$ cat src/rtl/tlf_pkg.sv
package tlf_pkg;
  localparam logic OP_CONFIG = 1'b0;
  localparam logic OP_FETCH  = 1'b1;

  typedef enum logic [2:0] {
    WS_IDLE,
    WS_HDR_REQ,
    WS_HDR_NEXT,
    WS_HDR_CNT,
    WS_SMP_REQ,
    WS_SMP_DATA,
    WS_DRAIN,
    WS_DONE
  } walk_state_t;
endpackage

$ cat src/rtl/tlf_cmd_regs.sv
module tlf_cmd_regs #(
  parameter int AW = 16
) (
  input  logic          clk,
  input  logic          rst,
  input  logic          cmd_valid,
  input  logic          cmd_op,
  input  logic [AW-1:0] cmd_head,
  input  logic          accept_en,
  output logic          cmd_ready,
  output logic [AW-1:0] head_q,
  output logic          fetch_go
);
  import tlf_pkg::*;

  logic take;

  assign cmd_ready = accept_en;
  assign take      = cmd_valid && accept_en;
  assign fetch_go  = take && (cmd_op == OP_FETCH);

  always_ff @(posedge clk) begin
    if (rst) begin
      head_q <= '0;
    end else if (take && (cmd_op == OP_CONFIG)) begin
      head_q <= cmd_head;
    end
  end
endmodule

$ cat src/rtl/tlf_out_reg.sv
module tlf_out_reg #(
  parameter int DW = 32
) (
  input  logic          clk,
  input  logic          rst,
  input  logic          in_valid,
  input  logic [DW-1:0] in_data,
  output logic          in_ready,
  output logic          holding,
  output logic          smp_valid,
  input  logic          smp_ready,
  output logic [DW-1:0] smp_data
);
  logic          v_q;
  logic [DW-1:0] d_q;

  assign in_ready  = !v_q || smp_ready;
  assign holding   = v_q;
  assign smp_valid = v_q;
  assign smp_data  = d_q;

  always_ff @(posedge clk) begin
    if (rst) begin
      v_q <= 1'b0;
      d_q <= '0;
    end else if (in_valid && in_ready) begin
      v_q <= 1'b1;
      d_q <= in_data;
    end else if (smp_ready) begin
      v_q <= 1'b0;
    end
  end


  smp_hold_chk: assert property (@(posedge clk) disable iff (rst)
    (smp_valid && !smp_ready) |=> (smp_valid && $stable(smp_data)));
endmodule

$ cat src/rtl/tlf_walker.sv
module tlf_walker #(
  parameter int AW       = 16,
  parameter int DW       = 32,
  parameter int NODE_CAP = 8,
  localparam int CW      = $clog2(NODE_CAP + 1)
) (
  input  logic          clk,
  input  logic          rst,
  input  logic          fetch_go,
  input  logic [AW-1:0] head,
  output logic          idle,
  output logic          rd_req_valid,
  input  logic          rd_req_ready,
  output logic [AW-1:0] rd_req_addr,
  output logic [CW-1:0] rd_req_len,
  input  logic          rd_data_valid,
  input  logic [DW-1:0] rd_data,
  output logic          rd_data_ready,
  output logic          push_valid,
  output logic [DW-1:0] push_data,
  input  logic          push_ready,
  input  logic          out_busy,
  output logic          tile_done
);
  import tlf_pkg::*;

  localparam logic [CW-1:0] HDR_LEN = CW'(2);
  localparam logic [CW-1:0] CAP_C   = CW'(NODE_CAP);

  function automatic logic [CW-1:0] clamp_cnt(input logic [DW-1:0] w);
    if (w > DW'(NODE_CAP)) return CAP_C;
    else                   return w[CW-1:0];
  endfunction

  walk_state_t   st;
  logic [AW-1:0] cur_q;
  logic [AW-1:0] next_q;
  logic [CW-1:0] rem_q;
  logic [AW-1:0] req_addr_q;
  logic [CW-1:0] req_len_q;
  logic [CW-1:0] cnt_now;

  assign cnt_now      = clamp_cnt(rd_data);
  assign idle         = (st == WS_IDLE);
  assign rd_req_valid = (st == WS_HDR_REQ) || (st == WS_SMP_REQ);
  assign rd_req_addr  = req_addr_q;
  assign rd_req_len   = req_len_q;
  assign tile_done    = (st == WS_DONE);
  assign push_valid   = (st == WS_SMP_DATA) && rd_data_valid;
  assign push_data    = rd_data;

  always_comb begin
    case (st)
      WS_HDR_NEXT, WS_HDR_CNT: rd_data_ready = 1'b1;
      WS_SMP_DATA:             rd_data_ready = push_ready;
      default:                 rd_data_ready = 1'b0;
    endcase
  end

  always_ff @(posedge clk) begin
    if (rst) begin
      st         <= WS_IDLE;
      cur_q      <= '0;
      next_q     <= '0;
      rem_q      <= '0;
      req_addr_q <= '0;
      req_len_q  <= '0;
    end else begin
      case (st)
        WS_IDLE: begin
          if (fetch_go) begin
            if (head == '0) begin
              st <= WS_DONE;
            end else begin
              cur_q      <= head;
              req_addr_q <= head;
              req_len_q  <= HDR_LEN;
              st         <= WS_HDR_REQ;
            end
          end
        end
        WS_HDR_REQ: if (rd_req_ready) st <= WS_HDR_NEXT;
        WS_HDR_NEXT: begin
          if (rd_data_valid) begin
            next_q <= rd_data[AW-1:0];
            st     <= WS_HDR_CNT;
          end
        end
        WS_HDR_CNT: begin
          if (rd_data_valid) begin
            if (cnt_now != '0) begin
              rem_q      <= cnt_now;
              req_addr_q <= cur_q + AW'(2);
              req_len_q  <= cnt_now;
              st         <= WS_SMP_REQ;
            end else if (next_q == '0) begin
              st <= WS_DRAIN;
            end else begin
              cur_q      <= next_q;
              req_addr_q <= next_q;
              req_len_q  <= HDR_LEN;
              st         <= WS_HDR_REQ;
            end
          end
        end
        WS_SMP_REQ: if (rd_req_ready) st <= WS_SMP_DATA;
        WS_SMP_DATA: begin
          if (rd_data_valid && push_ready) begin
            rem_q <= rem_q - CW'(1);
            if (rem_q == CW'(1)) begin
              if (next_q == '0) begin
                st <= WS_DRAIN;
              end else begin
                cur_q      <= next_q;
                req_addr_q <= next_q;
                req_len_q  <= HDR_LEN;
                st         <= WS_HDR_REQ;
              end
            end
          end
        end
        WS_DRAIN: if (!out_busy) st <= WS_DONE;
        WS_DONE:  st <= WS_IDLE;
        default:  st <= WS_IDLE;
      endcase
    end
  end


  req_hold_chk: assert property (@(posedge clk) disable iff (rst)
    (rd_req_valid && !rd_req_ready) |=>
      (rd_req_valid && $stable(rd_req_addr) && $stable(rd_req_len)));


  req_len_range_chk: assert property (@(posedge clk) disable iff (rst)
    rd_req_valid |-> ((rd_req_len != '0) && (rd_req_len <= CAP_C)));


  req_addr_nonnull_chk: assert property (@(posedge clk) disable iff (rst)
    rd_req_valid |-> (rd_req_addr != '0));


  done_drained_chk: assert property (@(posedge clk) disable iff (rst)
    tile_done |-> !out_busy);


  done_pulse_chk: assert property (@(posedge clk) disable iff (rst)
    tile_done |=> !tile_done);
endmodule

$ cat src/rtl/tile_list_fetch.sv
module tile_list_fetch #(
  parameter int AW       = 16,
  parameter int DW       = 32,
  parameter int NODE_CAP = 8,
  localparam int CW      = $clog2(NODE_CAP + 1)
) (
  input  logic          clk,
  input  logic          rst,
  input  logic          cmd_valid,
  output logic          cmd_ready,
  input  logic          cmd_op,
  input  logic [AW-1:0] cmd_head,
  output logic          rd_req_valid,
  input  logic          rd_req_ready,
  output logic [AW-1:0] rd_req_addr,
  output logic [CW-1:0] rd_req_len,
  input  logic          rd_data_valid,
  output logic          rd_data_ready,
  input  logic [DW-1:0] rd_data,
  output logic          smp_valid,
  input  logic          smp_ready,
  output logic [DW-1:0] smp_data,
  output logic          tile_done
);
  logic          w_idle;
  logic [AW-1:0] w_head;
  logic          w_go;
  logic          p_valid;
  logic [DW-1:0] p_data;
  logic          p_ready;
  logic          o_busy;

  tlf_cmd_regs #(.AW(AW)) u_cmd (
    .clk(clk), .rst(rst),
    .cmd_valid(cmd_valid), .cmd_op(cmd_op), .cmd_head(cmd_head),
    .accept_en(w_idle), .cmd_ready(cmd_ready),
    .head_q(w_head), .fetch_go(w_go)
  );

  tlf_walker #(.AW(AW), .DW(DW), .NODE_CAP(NODE_CAP)) u_walk (
    .clk(clk), .rst(rst),
    .fetch_go(w_go), .head(w_head), .idle(w_idle),
    .rd_req_valid(rd_req_valid), .rd_req_ready(rd_req_ready),
    .rd_req_addr(rd_req_addr), .rd_req_len(rd_req_len),
    .rd_data_valid(rd_data_valid), .rd_data(rd_data),
    .rd_data_ready(rd_data_ready),
    .push_valid(p_valid), .push_data(p_data), .push_ready(p_ready),
    .out_busy(o_busy), .tile_done(tile_done)
  );

  tlf_out_reg #(.DW(DW)) u_out (
    .clk(clk), .rst(rst),
    .in_valid(p_valid), .in_data(p_data), .in_ready(p_ready),
    .holding(o_busy),
    .smp_valid(smp_valid), .smp_ready(smp_ready), .smp_data(smp_data)
  );


  busy_refuse_chk: assert property (@(posedge clk) disable iff (rst)
    rd_req_valid |-> !cmd_ready);
endmodule

$ cat config.mk
export PLATFORM = sky130hd
export DESIGN_NAME = tile_list_fetch
export DESIGN_NICKNAME = d
export VERILOG_FILES = /design/src/rtl/tlf_pkg.sv /design/src/rtl/tlf_cmd_regs.sv /design/src/rtl/tlf_out_reg.sv /design/src/rtl/tlf_walker.sv /design/src/rtl/tile_list_fetch.sv
export SDC_FILE = /design/constraint.sdc
export NUM_CORES = 1
export LEC_CHECK = 0
export ABC_CLOCK_PERIOD_IN_PS = 2700
export CAP_MARGIN = 20
export CORE_MARGIN = 4
export CORE_UTILIZATION = 51
export DETAILED_ROUTE_END_ITERATION = 8
export PLACE_DENSITY = 0.84
export SLEW_MARGIN = 15
export SYNTH_ARGS = -nofsm -noshare
export SYNTH_HDL_FRONTEND = slang
export SYNTH_SLANG_ARGS = --single-unit
$ cat constraint.sdc
create_clock -name clk -period 2.7 [get_ports clk]
set_input_delay 0.54 -clock clk [delete_from_list [all_inputs] [get_ports clk]]
set_output_delay 0.54 -clock clk [all_outputs]
set_load 0.02 [all_outputs]
==> results of run 1 <==
-- routing by layer --
layer  global-route usage (%)  share of wire (%)  up-vias
li1                         -                  -     2514
met1                    33.08                 40     2481
met2                    43.03                 46      274
met3                    8.052                 11       42
met4                    10.42                2.6        0
met5                        0                  0        -
-- worst reg2reg max path: cells and delay by family (launching register included) --
kind | cells | cell delay (ns)
flops | 1 | 0.38
buf+inv | 2 | 0.32
simple gates | 2 | 0.87
compound gates | 2 | 0.61
-- stage by stage --
| step | power (W) | hold slack, ns | instance area, um2 |
|---|---|---|---|
| floorplan | 0.003885 | 0.4585 | 5221 |
| global placement | 0.004690 | 0.4411 | 6591 |
| detailed placement | 0.004792 | 0.4464 | 6591 |
| CTS | 0.005876 | 0.4617 | 6813 |
| global route | 0.006202 | 0.4848 | 6814 |
| finish | 0.005908 | 0.4622 | 6814 |
-- sequential cells by signal (all words and copies together) (netlist names) --
register and flops:
u_walk.next_q 16, u_walk.st 3, u_out.smp_data 32, u_walk.rd_req_addr 16, u_walk.cur_q 16, u_cmd.head_q 16
u_out.holding 1, u_walk.rem_q 4, u_walk.rd_req_len 4
-- final cells by class --
| type | count | area (um2) |
|---|---|---|
| repair buffers | 149 | 1441 |
| clock inverters | 6 | 82.58 |
| well taps | 133 | 166.4 |
| fillers | 738 | 3050 |
| flip-flops and latches | 108 | 2163 |
| multi-input cells | 474 | 2785 |
| clock buffers | 10 | 137.6 |
| inverters | 10 | 37.54 |
-- cells in the mapped netlist (4+ instances only) --
master / count / area [um2]
a311oi_1: 15 / 131.4
o21ai_0: 22 / 110.1
nand2b_1: 4 / 25.02
buf_2: 9 / 45.04
inv_1: 9 / 33.78
a311oi_2: 4 / 60.06
xor2_1: 8 / 70.07
mux2i_1: 16 / 160.2
o221a_2: 17 / 191.4
o211ai_1: 16 / 120.1
and3_1: 5 / 31.28
nor3_1: 5 / 25.02
nor4_1: 14 / 87.58
nand3_1: 12 / 60.06
buf_4: 8 / 60.06
a21oi_1: 107 / 535.5
nand2_1: 143 / 536.8
clkbuf_1: 31 / 116.4
nand4_1: 7 / 43.79
dfxtp_1: 108 / 2162
nor2_1: 28 / 105.1
xnor2_1: 7 / 61.31
-- final timing paths --
check        slack, ns                 to         startpoint
max               0.12          cmd_ready       u_walk.st[0]
min               0.46  u_out.smp_data[0]  u_out.smp_data[0]
max reg2reg       0.42    u_walk.cur_q[8]  u_walk.next_q[10]
min reg2reg       0.46  u_out.smp_data[0]  u_out.smp_data[0]
-- power groups by stage --
stage	registers, W	clock network (W)	logic [W]
6_report	0.00208	0.00107	0.00275
5_1_grt	0.00211	0.00114	0.00295
4_1_cts	0.00207	0.00108	0.00273
3_5_place_dp	0.00210	0	0.00269
3_3_place_gp	0.00209	0	0.00260
2_1_floorplan	0.00212	0	0.00176
-- kinds of logic after synthesis --
group           after synthesis
mux                          16
fa+ha+maj                     3
compound gates              200
simple gates                240
xor+xnor                     15
buf+inv                      60
flops                       108
-- cell usage in the layout (no fill, tap or decap), types with 4 or more instances in the layout --
cell type,count
buf_4,34
nand2_1,143
inv_1,9
a311oi_2,4
o21ai_0,22
and3_1,4
xnor2_1,7
nand2b_1,4
a311oi_1,15
nand3_1,12
nor4_1,14
nor2_1,28
a21oi_1,107
o221a_2,17
dfxtp_1,107
o211ai_1,16
clkdlybuf4s50_1,110
clkbuf_8,10
nor3_1,5
nand4_1,7
xor2_1,8
buf_12,4
mux2i_1,16
-- what timing repair did --
item                       CTS  global route
pin swaps                    0             0
setup endpoints to repair    1             1
gates resized for setup      1             1
gates cloned                 0             0
==> flow_summary.yaml, run 1 <==
power:
  switchingPower_w: 0.002396
  p_per_area_nw_per_um2: 867.1
  irDropWorstVdd_mv: 0.4737
  seqPwrFrac_pct: 35.2
  share_comb_of_total_power_pct: 46.6
  netSwitchingFraction_pct: 40.55
  clock_power_share_pct: 18.2
  power.leakage_nw: 2.348
  internal_power_w: 0.003512
sta:
  post-route-period-util_pct: 95.43
  finalHoldViolCount: 0
  totalNegativeSetupSlack_ns: 0
  rsz0062_at_grt: "no"
  setup_violations: 0
  finClkSkew_ns: 0.01444
  post-route-worst-setup-slack_ns: 0.1234
  worst_slew_margin_rel_pct: 49.12
  timing_worst_slew_pin_value_ns: 0.7624
  fmax_mhz: 388.1
  drv_slew: 0
  post-route-min-period_ns: 2.577
setup_path:
  worst-endpoint-required_ns: 2.16
  worst-r2r-cell-count: 6
  worstSetupPathType: "flop to primary output"
  path_max_fanout: 20
  cp.depth: 3
  crit_path_cell_trace: "or3_4 > inv_2 > clkdlybuf4s50_1"
  timing.critical_path.slowest_stage_cell: "clkdlybuf4s50_1"
  critPathLaunchType: "flop"
  buffers_plus_inverters_on_the_worst_setup_path: 2
  worst_path_dominant_cell_family: "buffers and inverters"
  endpoint_kind: "primary output"
  cp.arrival_ns: 2.04
  timing.critical_path.slowest_cell_delay_ns: 0.61
route:
  route.detailed.vias_per_inst: 5.967
  postRouteWirelength_mm: 15.72
  drc: 0
  detail-route-antenna-nets: 0
  num_vias: 5311
  first_pass_iters: 5
  wl_per_cell_um: 17.67
  initialDrtViolationCount: 406
synthesis:
  synthesis.area_um2: 5221
  yosys_most_used_dff: "dfxtp_1"
  synth_compound_gate_area_share_pct: 25.78
  synth.area.mux_share_pct: 3.067
  yosys.area_share.simple_pct: 21.23
  synth.yosys.seq_area_share_pct: 41.41
  asyncSetResetFlopFracSynth_pct: 0
  synth_fa_ha_area_share_pct: 0.7189
  post_synth_edffs: 0
  post_synth_xor_area_fraction_pct: 2.516
  synth_top_family_by_area: "compound AO/OA/AOI/OAI gates"
  yosys_warnings: 0
  synth.avg_cell_area_um2: 8.133
  synth-seq-cells: 108
  number_of_standard_cells_after_synthesis: 642
  syn_nets: 700
  synth.lib_cells_used.distinct: 53
placement:
  detailedPlacementHpwl_mm: 11.44
  dpl_worst_slack_ns: -0.1377
  count_of_port_buffers_added_during_placement: 111
  numPlacedInstances: 874
  gp_congestion: 0.9162
floorplanning:
  initial_utilization_pct: 52.93
  i_o_pin_count: 112
  area_of_the_die_um2: 11920
  fp.dieH_um: 109.2
  core-area_um2: 9864
  die-width_um: 109.2
  rows: 36
layout:
  layout_cells_sized_above_1_pct: 12.15
  antenna_cells: 0
  final-instance-count-excl-fill: 890
  layout-area-overhead-vs-synth_pct: 30.51
  layout.core_utilization_pct: 69.08
  finish.net_count: 810
clocking:
  cts-htree-levels: 3
  postCtsHoldBufs: 0
  clk_latency_ns: 0.38
  tritoncts_clock_tree: "yes"
  cts-buffers-inserted: 9
  cts_root_buf: "clkbuf_8"
  clock_path_buffers: 2
  path_clk_slew_ns: 0.12
  cts_num_sinks: 108
  postCtsSetupRepairBufs: 0
global_route:
  largest_net_degree_at_the_start_of_global_routing: 41
  grt-ovfl-total: 0
  grt_antenna_before_repair: 0
  grt_resource_usage_total_pct: 26.54
  grt_first_pass_wirelength_mm: 25.10
  first_global_vias: 5124
outcome:
  status: "finished clean"
min_path:
  min_path_type: "flop to flop"
  holdPathStages: 2
job:
  cap_viol_max_count: 0
Note: power is estimated with default switching activity, not from simulation.
==> inputs of run 2 (changes only) <==
CORE_UTILIZATION = 55   (was 51)
DONT_BUFFER_PORTS = 1   (was default)
PLACE_DENSITY = 0.74   (was 0.84)
==> run 2 against run 1 <==
First-iteration DRC count fell by 8.1%. Count of clock-buffer cells in the layout fell by 1. Total power fell by 7.3%. Routed wire length fell by 9.2%. Critical endpoint is now u_walk.rd_req_addr[14].
==> flow_summary.yaml, run 2 (synthesis gave the netlist of run 1 again) <==
outcome:
  status: "finished clean"
route:
  wl_per_cell_um: 18.91
  initialDrtViolationCount: 373
  drc: 0
  detail-route-antenna-nets: 0
  postRouteWirelength_mm: 14.28
  num_vias: 4784
  route.detailed.vias_per_inst: 6.336
  first_pass_iters: 5
clocking:
  clock_path_buffers: 2
  postCtsSetupRepairBufs: 0
  path_clk_slew_ns: 0.11
  clk_latency_ns: 0.38
  cts_num_sinks: 108
  cts-buffers-inserted: 9
  ctsResizeCount: 0
  tritoncts_clock_tree: "yes"
  postCtsHoldBufs: 0
  cts_root_buf: "clkbuf_8"
  cts-htree-levels: 3
floorplanning:
  core-area_um2: 9240
  initial_utilization_pct: 56.51
  fp.dieH_um: 105.4
  i_o_pin_count: 112
  die-width_um: 105.4
  area_of_the_die_um2: 11120
  rows: 35
placement:
  count_of_port_buffers_added_during_placement: 0
  dpl_worst_slack_ns: 0.3243
  gp_congestion: 0.9066
  detailedPlacementHpwl_mm: 10.18
power:
  irDropWorstVdd_mv: 0.4341
  power_w: 0.005475
  p_per_area_nw_per_um2: 988.3
  power.leakage_nw: 1.842
sta:
  rsz0062_at_grt: "no"
  setup_violations: 0
  finClkSkew_ns: 0.01540
  finalHoldViolCount: 0
  post-route-worst-setup-slack_ns: 0.2667
  post-route-period-util_pct: 90.12
  totalNegativeSetupSlack_ns: 0
  timing_worst_slew_pin_value_ns: 0.9512
  fmax_mhz: 411.0
  drv_slew: 0
  post-route-min-period_ns: 2.433
  worst_slew_margin_rel_pct: 36.38
layout:
  finish.net_count: 679
  layout_cells_sized_above_1_pct: 11.02
  antenna_cells: 0
  largest_register_ff_count: 32
  n_fill_cell: 811
  layout-area-overhead-vs-synth_pct: 6.111
  layout.core_utilization_pct: 59.96
  mostFrequentLayoutCells: "nand2_1, dfxtp_1, a21oi_1"
  mostFrequentLayoutCell: "nand2_1"
setup_path:
  r2r_setup_slack_ns: 0.27
  worstSetupPathType: "flop to flop"
  worst-endpoint-required_ns: 2.97
  worst_setup_path_startpoint: "u_walk.st[1]"
  critical_path.endpoint: "u_walk.rd_req_addr[14]"
  critPathLaunchType: "flop"
  r2r-start: "u_walk.st[1]"
  timing.rr.end: "u_walk.rd_req_addr[14]"
  worst-r2r-cell-count: 5
  endpoint_kind: "flop"
  path_max_fanout: 18
  cp.arrival_ns: 2.71
global_route:
  grt_resource_usage_total_pct: 25.23
  grt-ovfl-total: 0
  first_global_vias: 4619
  largest_net_degree_at_the_start_of_global_routing: 92
  grt_antenna_before_repair: 0
  grt_first_pass_wirelength_mm: 23.07
min_path:
  min_path_type: "input pin to flop"
job:
  cap_viol_max_count: 0
==> run 2: changes by cell type in the layout (fill, tap and decap cells not counted), moves of 2 or more <==
cell and delta:
clkinv_8 +2, clkdlybuf4s50_1 -110, buf_4 -20, inv_6 +2
==> run 2: layer usage <==
| layer | up-vias | track usage [%] | part of all wire (%) |
|---|---|---|---|
| met5 | - | 0 | 0 |
| met4 | 0 | 11.06 | 2.5 |
| met3 | 27 | 7.042 | 9.8 |
| met2 | 235 | 37.80 | 46 |
| met1 | 2253 | 33.88 | 42 |
| li1 | 2269 | - | - |
==> run 2: worst max-delay path, stage by stage, from the launching register on <==
cell and delay (ns):
dfxtp_1 0.62, inv_1 0.17, and3_1 0.36, a31oi_2 0.80, nor2_1 0.11, o221a_2 0.27
==> run 2: worst min path at each step <==
| stage | start | endpoint | slack, ns | depth (start not counted) |
|---|---|---|---|---|
| after detailed placement | u_cmd.head_q[14] | u_cmd.head_q[14] | 0.48 | 2 |
| final | rst | u_out.smp_data[27] | 0.22 | 1 |
| after floorplan | u_cmd.head_q[6] | u_cmd.head_q[6] | 0.46 | 2 |
| after global routing | rst | u_out.smp_data[26] | 0.20 | 1 |
| after CTS | rst | u_out.smp_data[23] | 0.21 | 1 |
| after global placement | u_walk.rem_q[3] | u_walk.rem_q[3] | 0.47 | 2 |
==> run 2: where the power goes <==
part / internal [W] / switching [W] / leakage (nW) / total, W
Combinational: 0.000936 / 0.00131 / 0.859 / 0.00224
Sequential: 0.00183 / 0.000384 / 0.878 / 0.00221
Clock: 0.000376 / 0.000644 / 0.105 / 0.00102
==> run 2: layout make-up <==
class	instances	area [um2]	share of cell area [%]
repair buffers	18	185.2	3.342
multi-input cells	474	2784	50.25
flip-flops and latches	108	2162	39.02
well taps	129	161.4	2.913
clock buffers	9	123.9	2.236
clock inverters	7	86.33	1.558
inverters	10	37.54	0.6775
==> run 2: per-stage QoR <==
step	cells	area, um2	hold WS [ns]
floorplan	642	5221	0.4585
global placement	739	5330	0.4705
detailed placement	739	5330	0.4831
CTS	755	5540	0.2084
global route	755	5540	0.2021
finish	755	5540	0.2188
